==> config.mk <==
export PLATFORM = sky130hd
export DESIGN_NAME = t1fwd_decoder
export DESIGN_NICKNAME = d
export VERILOG_FILES = /design/src/rtl/t1fwd_pkg.sv /design/src/rtl/t1fwd_fields.sv /design/src/rtl/t1fwd_range.sv /design/src/rtl/t1fwd_decide.sv /design/src/rtl/t1fwd_decoder.sv
export SDC_FILE = /design/constraint.sdc
export NUM_CORES = 1
export LEC_CHECK = 0
export CAP_MARGIN = 20
export CORE_MARGIN = 8
export CORE_UTILIZATION = 26
export DETAILED_ROUTE_END_ITERATION = 10
export HOLD_SLACK_MARGIN = 0.03
export PLACE_DENSITY = 0.87
export SLEW_MARGIN = 30
export SYNTH_ARGS = -nofsm -noshare
export SYNTH_HDL_FRONTEND = slang
export SYNTH_SLANG_ARGS = --single-unit
==> constraint.sdc <==
create_clock -name clk -period 1.9 [get_ports clk]
set_input_delay 0.19 -clock clk [delete_from_list [all_inputs] [get_ports clk]]
set_output_delay 0.19 -clock clk [all_outputs]
set_load 0.01 [all_outputs]
==> src/rtl/t1fwd_pkg.sv <==
// Package: shared decision codes, command encodings and address field
// positions for the Type 1 configuration forwarding decoder.
package t1fwd_pkg;

    typedef enum logic [1:0] {
        FWD_NONE    = 2'b00,
        FWD_PASS    = 2'b01,
        FWD_SPECIAL = 2'b10,
        FWD_IGNORE  = 2'b11
    } fwd_dec_e;

    localparam logic [3:0] CMD_CFG_RD  = 4'b1010;
    localparam logic [3:0] CMD_CFG_WR  = 4'b1011;
    localparam logic [3:0] CMD_SPECIAL = 4'b0001;

    localparam int BUS_LSB = 16;
    localparam int DEV_LSB = 11;
    localparam int DEV_W   = 5;
    localparam int FN_LSB  = 8;
    localparam int FN_W    = 3;
    localparam logic [1:0] TYPE1_CODE = 2'b01;

endpackage

==> src/rtl/t1fwd_fields.sv <==
// Module: t1fwd_fields
// Splits the address-phase word into bus number, type bits and device/function
// fields, and classifies the command nibble.
// Assumes: AD_W >= BUS_LSB + BUS_W.
module t1fwd_fields
    import t1fwd_pkg::*;
#(
    parameter int AD_W  = 32,
    parameter int BUS_W = 8
) (
    input  logic [AD_W-1:0]  ad,
    input  logic [3:0]       cmd,
    output logic [BUS_W-1:0] bus_num,
    output logic             is_type1,
    output logic             devfn_top,
    output logic             is_cfg_rd,
    output logic             is_cfg_wr,
    output logic             is_special
);

    localparam int BUS_MSB = BUS_LSB + BUS_W - 1;

    logic [DEV_W-1:0] dev_num;
    logic [FN_W-1:0]  fn_num;
    logic             unused_bits;

    // Field extraction from the address word.
    always_comb begin
        bus_num = ad[BUS_MSB:BUS_LSB];
        dev_num = ad[DEV_LSB +: DEV_W];
        fn_num  = ad[FN_LSB +: FN_W];
    end

    // Command and address classification.
    always_comb begin
        is_type1   = (ad[1:0] == TYPE1_CODE);
        devfn_top  = (&dev_num) && (&fn_num);
        is_cfg_rd  = (cmd == CMD_CFG_RD);
        is_cfg_wr  = (cmd == CMD_CFG_WR);
        is_special = (cmd == CMD_SPECIAL);
    end

    assign unused_bits = ^{ad[AD_W-1:BUS_MSB+1], ad[FN_LSB-1:2]};

endmodule

==> src/rtl/t1fwd_range.sv <==
// Module: t1fwd_range
// Reports whether a bus number lies in the span lo..hi. The upper bound is
// always inclusive. LOWER_INCL selects an inclusive or exclusive lower bound.
// Assumes: lo and hi are stable register values.
module t1fwd_range #(
    parameter int BUS_W      = 8,
    parameter bit LOWER_INCL = 1'b1
) (
    input  logic [BUS_W-1:0] bus,
    input  logic [BUS_W-1:0] lo,
    input  logic [BUS_W-1:0] hi,
    output logic             in_span
);

    logic above_lo;

    // Lower-bound comparison variant chosen by parameter.
    generate
        if (LOWER_INCL) begin : g_incl
            assign above_lo = (bus >= lo);
        end else begin : g_excl
            assign above_lo = (bus > lo);
        end
    endgenerate

    // Combine with inclusive upper bound.
    assign in_span = above_lo && (bus <= hi);

endmodule

==> src/rtl/t1fwd_decide.sv <==
// Module: t1fwd_decide
// Priority decision: a special-cycle command is ignored; otherwise, for
// Type 1 addresses, special-cycle generation wins over pass-through.
// Assumes: inputs come from t1fwd_fields and t1fwd_range of the same phase.
module t1fwd_decide
    import t1fwd_pkg::*;
(
    input  logic     from_secondary,
    input  logic     is_type1,
    input  logic     devfn_top,
    input  logic     is_cfg_rd,
    input  logic     is_cfg_wr,
    input  logic     is_special,
    input  logic     in_down_span,
    input  logic     in_up_span,
    input  logic     bus_is_sec,
    input  logic     bus_is_pri,
    output fwd_dec_e decision,
    output logic     fwd_write
);

    // Priority-ordered decision for one address phase.
    always_comb begin
        decision  = FWD_NONE;
        fwd_write = 1'b0;
        if (is_special) begin
            decision = FWD_IGNORE;
        end else if (is_type1) begin
            if (!from_secondary) begin
                if (is_cfg_wr && devfn_top && bus_is_sec) begin
                    decision = FWD_SPECIAL;
                end else if ((is_cfg_rd || is_cfg_wr) && in_down_span) begin
                    decision  = FWD_PASS;
                    fwd_write = is_cfg_wr;
                end
            end else if (is_cfg_wr && devfn_top) begin
                if (bus_is_pri) begin
                    decision = FWD_SPECIAL;
                end else if (!in_up_span) begin
                    decision  = FWD_PASS;
                    fwd_write = 1'b1;
                end
            end
        end
    end

endmodule

==> src/rtl/t1fwd_decoder.sv <==
// Module: t1fwd_decoder (top)
// Classifies the address phase of a transaction at one bridge port and
// registers the forwarding decision and qualifiers one clock later.
// Assumes: sec_bus <= sub_bus; bus registers stable during address phases.
module t1fwd_decoder
    import t1fwd_pkg::*;
#(
    parameter int AD_W  = 32,
    parameter int BUS_W = 8
) (
    input  logic             clk,
    input  logic             rst_n,
    input  logic             addr_phase,
    input  logic [AD_W-1:0]  ad,
    input  logic [3:0]       cmd,
    input  logic             from_secondary,
    input  logic [BUS_W-1:0] pri_bus,
    input  logic [BUS_W-1:0] sec_bus,
    input  logic [BUS_W-1:0] sub_bus,
    output logic [1:0]       fwd_code,
    output logic             fwd_delayed,
    output logic             fwd_single
);

    logic [BUS_W-1:0] bus_num;
    logic             is_type1, devfn_top, is_cfg_rd, is_cfg_wr, is_special;
    logic             in_down_span, in_up_span;
    logic             bus_is_sec, bus_is_pri;
    fwd_dec_e         decision;
    logic             fwd_write;

    t1fwd_fields #(.AD_W(AD_W), .BUS_W(BUS_W)) u_fields (
        .ad         (ad),
        .cmd        (cmd),
        .bus_num    (bus_num),
        .is_type1   (is_type1),
        .devfn_top  (devfn_top),
        .is_cfg_rd  (is_cfg_rd),
        .is_cfg_wr  (is_cfg_wr),
        .is_special (is_special)
    );

    t1fwd_range #(.BUS_W(BUS_W), .LOWER_INCL(1'b0)) u_down_span (
        .bus     (bus_num),
        .lo      (sec_bus),
        .hi      (sub_bus),
        .in_span (in_down_span)
    );

    t1fwd_range #(.BUS_W(BUS_W), .LOWER_INCL(1'b1)) u_up_span (
        .bus     (bus_num),
        .lo      (sec_bus),
        .hi      (sub_bus),
        .in_span (in_up_span)
    );

    // Equality tests against the far-side bus numbers.
    always_comb begin
        bus_is_sec = (bus_num == sec_bus);
        bus_is_pri = (bus_num == pri_bus);
    end

    t1fwd_decide u_decide (
        .from_secondary (from_secondary),
        .is_type1       (is_type1),
        .devfn_top      (devfn_top),
        .is_cfg_rd      (is_cfg_rd),
        .is_cfg_wr      (is_cfg_wr),
        .is_special     (is_special),
        .in_down_span   (in_down_span),
        .in_up_span     (in_up_span),
        .bus_is_sec     (bus_is_sec),
        .bus_is_pri     (bus_is_pri),
        .decision       (decision),
        .fwd_write      (fwd_write)
    );

    // Result register: loads on address phase, otherwise returns to idle.
    always_ff @(posedge clk) begin
        if (!rst_n) begin
            fwd_code    <= FWD_NONE;
            fwd_delayed <= 1'b0;
            fwd_single  <= 1'b0;
        end else if (addr_phase) begin
            fwd_code    <= decision;
            fwd_delayed <= fwd_write;
            fwd_single  <= fwd_write;
        end else begin
            fwd_code    <= FWD_NONE;
            fwd_delayed <= 1'b0;
            fwd_single  <= 1'b0;
        end
    end

    // no address phase means idle output on the next cycle.
    p_idle_without_phase_r2: assert property (@(posedge clk) disable iff (!rst_n)
        !addr_phase |=> (fwd_code == FWD_NONE) && !fwd_delayed && !fwd_single);

    // downstream bus at or below secondary never passes through.
    p_down_low_bound_r4: assert property (@(posedge clk) disable iff (!rst_n)
        addr_phase && !from_secondary && (ad[BUS_LSB +: BUS_W] <= sec_bus)
        |=> fwd_code != FWD_PASS);

    // upstream non-write is never forwarded or converted.
    p_up_write_only_r6: assert property (@(posedge clk) disable iff (!rst_n)
        addr_phase && from_secondary && (cmd != CMD_CFG_WR)
        |=> (fwd_code == FWD_NONE) || (fwd_code == FWD_IGNORE));

    // special-cycle command is always ignored.
    p_special_ignored_r9: assert property (@(posedge clk) disable iff (!rst_n)
        addr_phase && (cmd == CMD_SPECIAL) |=> fwd_code == FWD_IGNORE);

    // qualifiers only accompany a pass-through decision.
    p_flags_with_pass_r10: assert property (@(posedge clk) disable iff (!rst_n)
        (fwd_delayed || fwd_single) |-> (fwd_code == FWD_PASS) && fwd_delayed && fwd_single);

    // non-Type-1 address bits never claim.
    p_type_bits_r11: assert property (@(posedge clk) disable iff (!rst_n)
        addr_phase && (ad[1:0] != TYPE1_CODE) && (cmd != CMD_SPECIAL)
        |=> fwd_code == FWD_NONE);

endmodule

==> metrics.cfg <==
[run_status]
outcome = completed

[logic_synthesis]
yosysUniqueCellTypes = 23
ys_ff_latch = 3
synth_top_area_cell = ha_1
yosys-top-cells-count = ha_1 (16), inv_1 (16), a21oi_1 (9), nand4_1 (8), xnor2_1 (8)
synth_edf_count = 0
ys.flop_type = dfxtp_1
synth_fp_nets = 165
synthesis.area_sq_um = 658
netlist_top_cells_area = ha_1 (30%), xnor2_1 (11%), dfxtp_1 (9.1%), inv_1 (9.1%), nand4_1 (7.6%)
avgSynthCellArea_sq_um = 7.74
yosysWarnings = 0
synth_cells = 85
async_flop_share_pct = 0
ys_seq_area_share_pct = 9.13
synth_top_area_share_pct = 30.4

[sta]
slew_headroom_pct = 75.1
slew_violations = 0
period_share_pct = 98.8
tightest_slew_ps = 371
setup_violations = 0
finalCriticalPeriod_ps = 1880
fmax_mhz = 533
hold_violations = 0
final.setup.tns_ps = 0

[floorplan]
start_util_pct = 27.1
die_h_um = 66.3
die_x_um = 66.3
die-area_sq_mm = 0.00440
core-area_sq_mm = 0.00243
std_cell_rows = 18
ios = 68

[worst_setup_path]
cp_slowest_cell = a2111oi_4
critical_path_arrival_ps = 1990
path_cells = buf_6 -> inv_2 -> ha_4 -> nor2b_4 -> o211ai_2 -> a21oi_2 -> or3_1 -> a211o_1 -> a2111oi_4
critPathLaunchType = input port
end_kind = flop
critical_path_class = input port to flop
path_max_fanout = 2
critical_path_required_ps = 2020
crit_path_max_incr_delay_ps = 400

[route]
ant_nets = 0
vias = 934
vias_per_cell = 4.94
drc = 0
drt_wl_total_um = 3130
wl_per_cell_um = 16.6
firstDrtPassIters = 4
drt-initial-drc-count = 11

[grt]
grt_pass1_wl_um = 4910
grt_util_all_layers_pct = 14.1
grt_pass1_vias = 1131
overflow = 0
grt_max_degree = 4
antenna_found_initial = 0

[pwr]
power.leakage_uw = 0.000627
power_density_mw_per_mm2 = 306
vdd_drop_max_mv = 0.476

[cells_and_area]
fillers = 208
syn2layout_area_growth_pct = 138
design_area_sq_mm = 0.00157
layout-drive-gt1-share_pct = 44.7
layout.nets = 240
n_antenna_cell = 0

[cts]
cts_max_path_buffers = 2
root_buffer = clkbuf_4
postCtsHoldBufs = 0
numClockSinks = 3
cts_tree = built
clk_pin_slew_ps = 40
h-tree-depth = 1
cts_made_buffers = 3

[placement]
place_area_sq_mm = 0.00135
hpwl_um = 2490
gp_routability_congestion = 0.799
numPortBuffers = 53

[min_path]
holdCritPathClass = input port to flop

[flow_run]
maxCapViolCount = 0

worst max-delay path, delay by kind of cell:
| family | cells | cell delay, ps |
|---|---|---|
| compound gates | 4 | 1000 |
| fa+ha+maj | 1 | 200 |
| simple gates | 2 | 440 |
| buf+inv | 2 | 160 |
cells in the final DEF (no fill, tap or decap), types with 2 or more instances in the layout:
cell type,n
clkbuf_4,3
clkdlybuf4s15_1,2
or3_1,2
a21oi_1,5
o21ai_1,2
nand2_1,4
nand4_1,8
a21oi_2,3
dfxtp_1,3
inv_2,14
buf_4,17
dlygate4sd2_1,11
clkbuf_2,8
xnor2_1,8
clkdlybuf4s50_1,29
buf_6,2
ha_4,14
o211ai_1,3
inv_1,2
stage by stage:
| step | util [%] | std cells | power (uW) | worst slack, ps | hold slack, ps |
|---|---|---|---|---|---|
| after CTS | 63.0 | 188 | 460 | 8.57 | 614 |
| final | 64.4 | 189 | 480 | 22.9 | 632 |
| after floorplan | - | 85 | 153 | 18.2 | 328 |
| after global placement | 55.3 | 184 | 299 | -489 | 813 |
| after detailed placement | 55.3 | 184 | 310 | -688 | 829 |
| after global routing | 64.4 | 189 | 517 | -1.80 | 659 |
layout make-up:
class,instances,area (sq um),area share [%]
Tap cell,30,37.5,2.40
Inverter,16,60.1,3.83
Sequential cell,3,60.1,3.83
Clock buffer,4,26.3,1.68
Timing Repair Buffer,71,614,39.2
Multi-Input combinational cell,65,768,49.0
worst paths after layout:
check,start,end,slack [ps],cells past startpoint
setup / recovery,sec_bus[1],fwd_single$_SDFF_PP0_,20,9
hold / removal,addr_phase,fwd_code[1]$_SDFF_PN0_,630,3
flip-flops by register name (all words and copies together), names as in the netlist:
register	cells
fwd_code	2
fwd_single	1
power breakdown:
part,total [uW],internal (uW),switching (uW)
sequential,63.9,63.8,0.164
clock,113,78.8,34.7
combinational,302,181,121
per-layer routing:
layer	part of all wire (%)	GRT usage, %	vias to the layer above
li1	-	-	460
met1	32	12.2	415
met2	53	26.8	45
met3	9.3	4.58	14
met4	5.4	9.60	0
met5	0	0	-
repair_timing:
item / in CTS / in global routing
buffers inserted: 0 / 1
setup endpoints to repair: 2 / 1
gates resized for setup: 59 / 32
pin swaps: 18 / 18
logic make-up after synthesis:
logic type | share of synthesized area, %
xor gates and xnor gates | 10.6
and+or+nand+nor | 19.6
DFF | 9.13
AOI/OAI and AO/OA | 20.0
adders and majority gates | 30.4
buffers and inverters | 10.3
No activity file was read; power rests on OpenSTA's default activity.
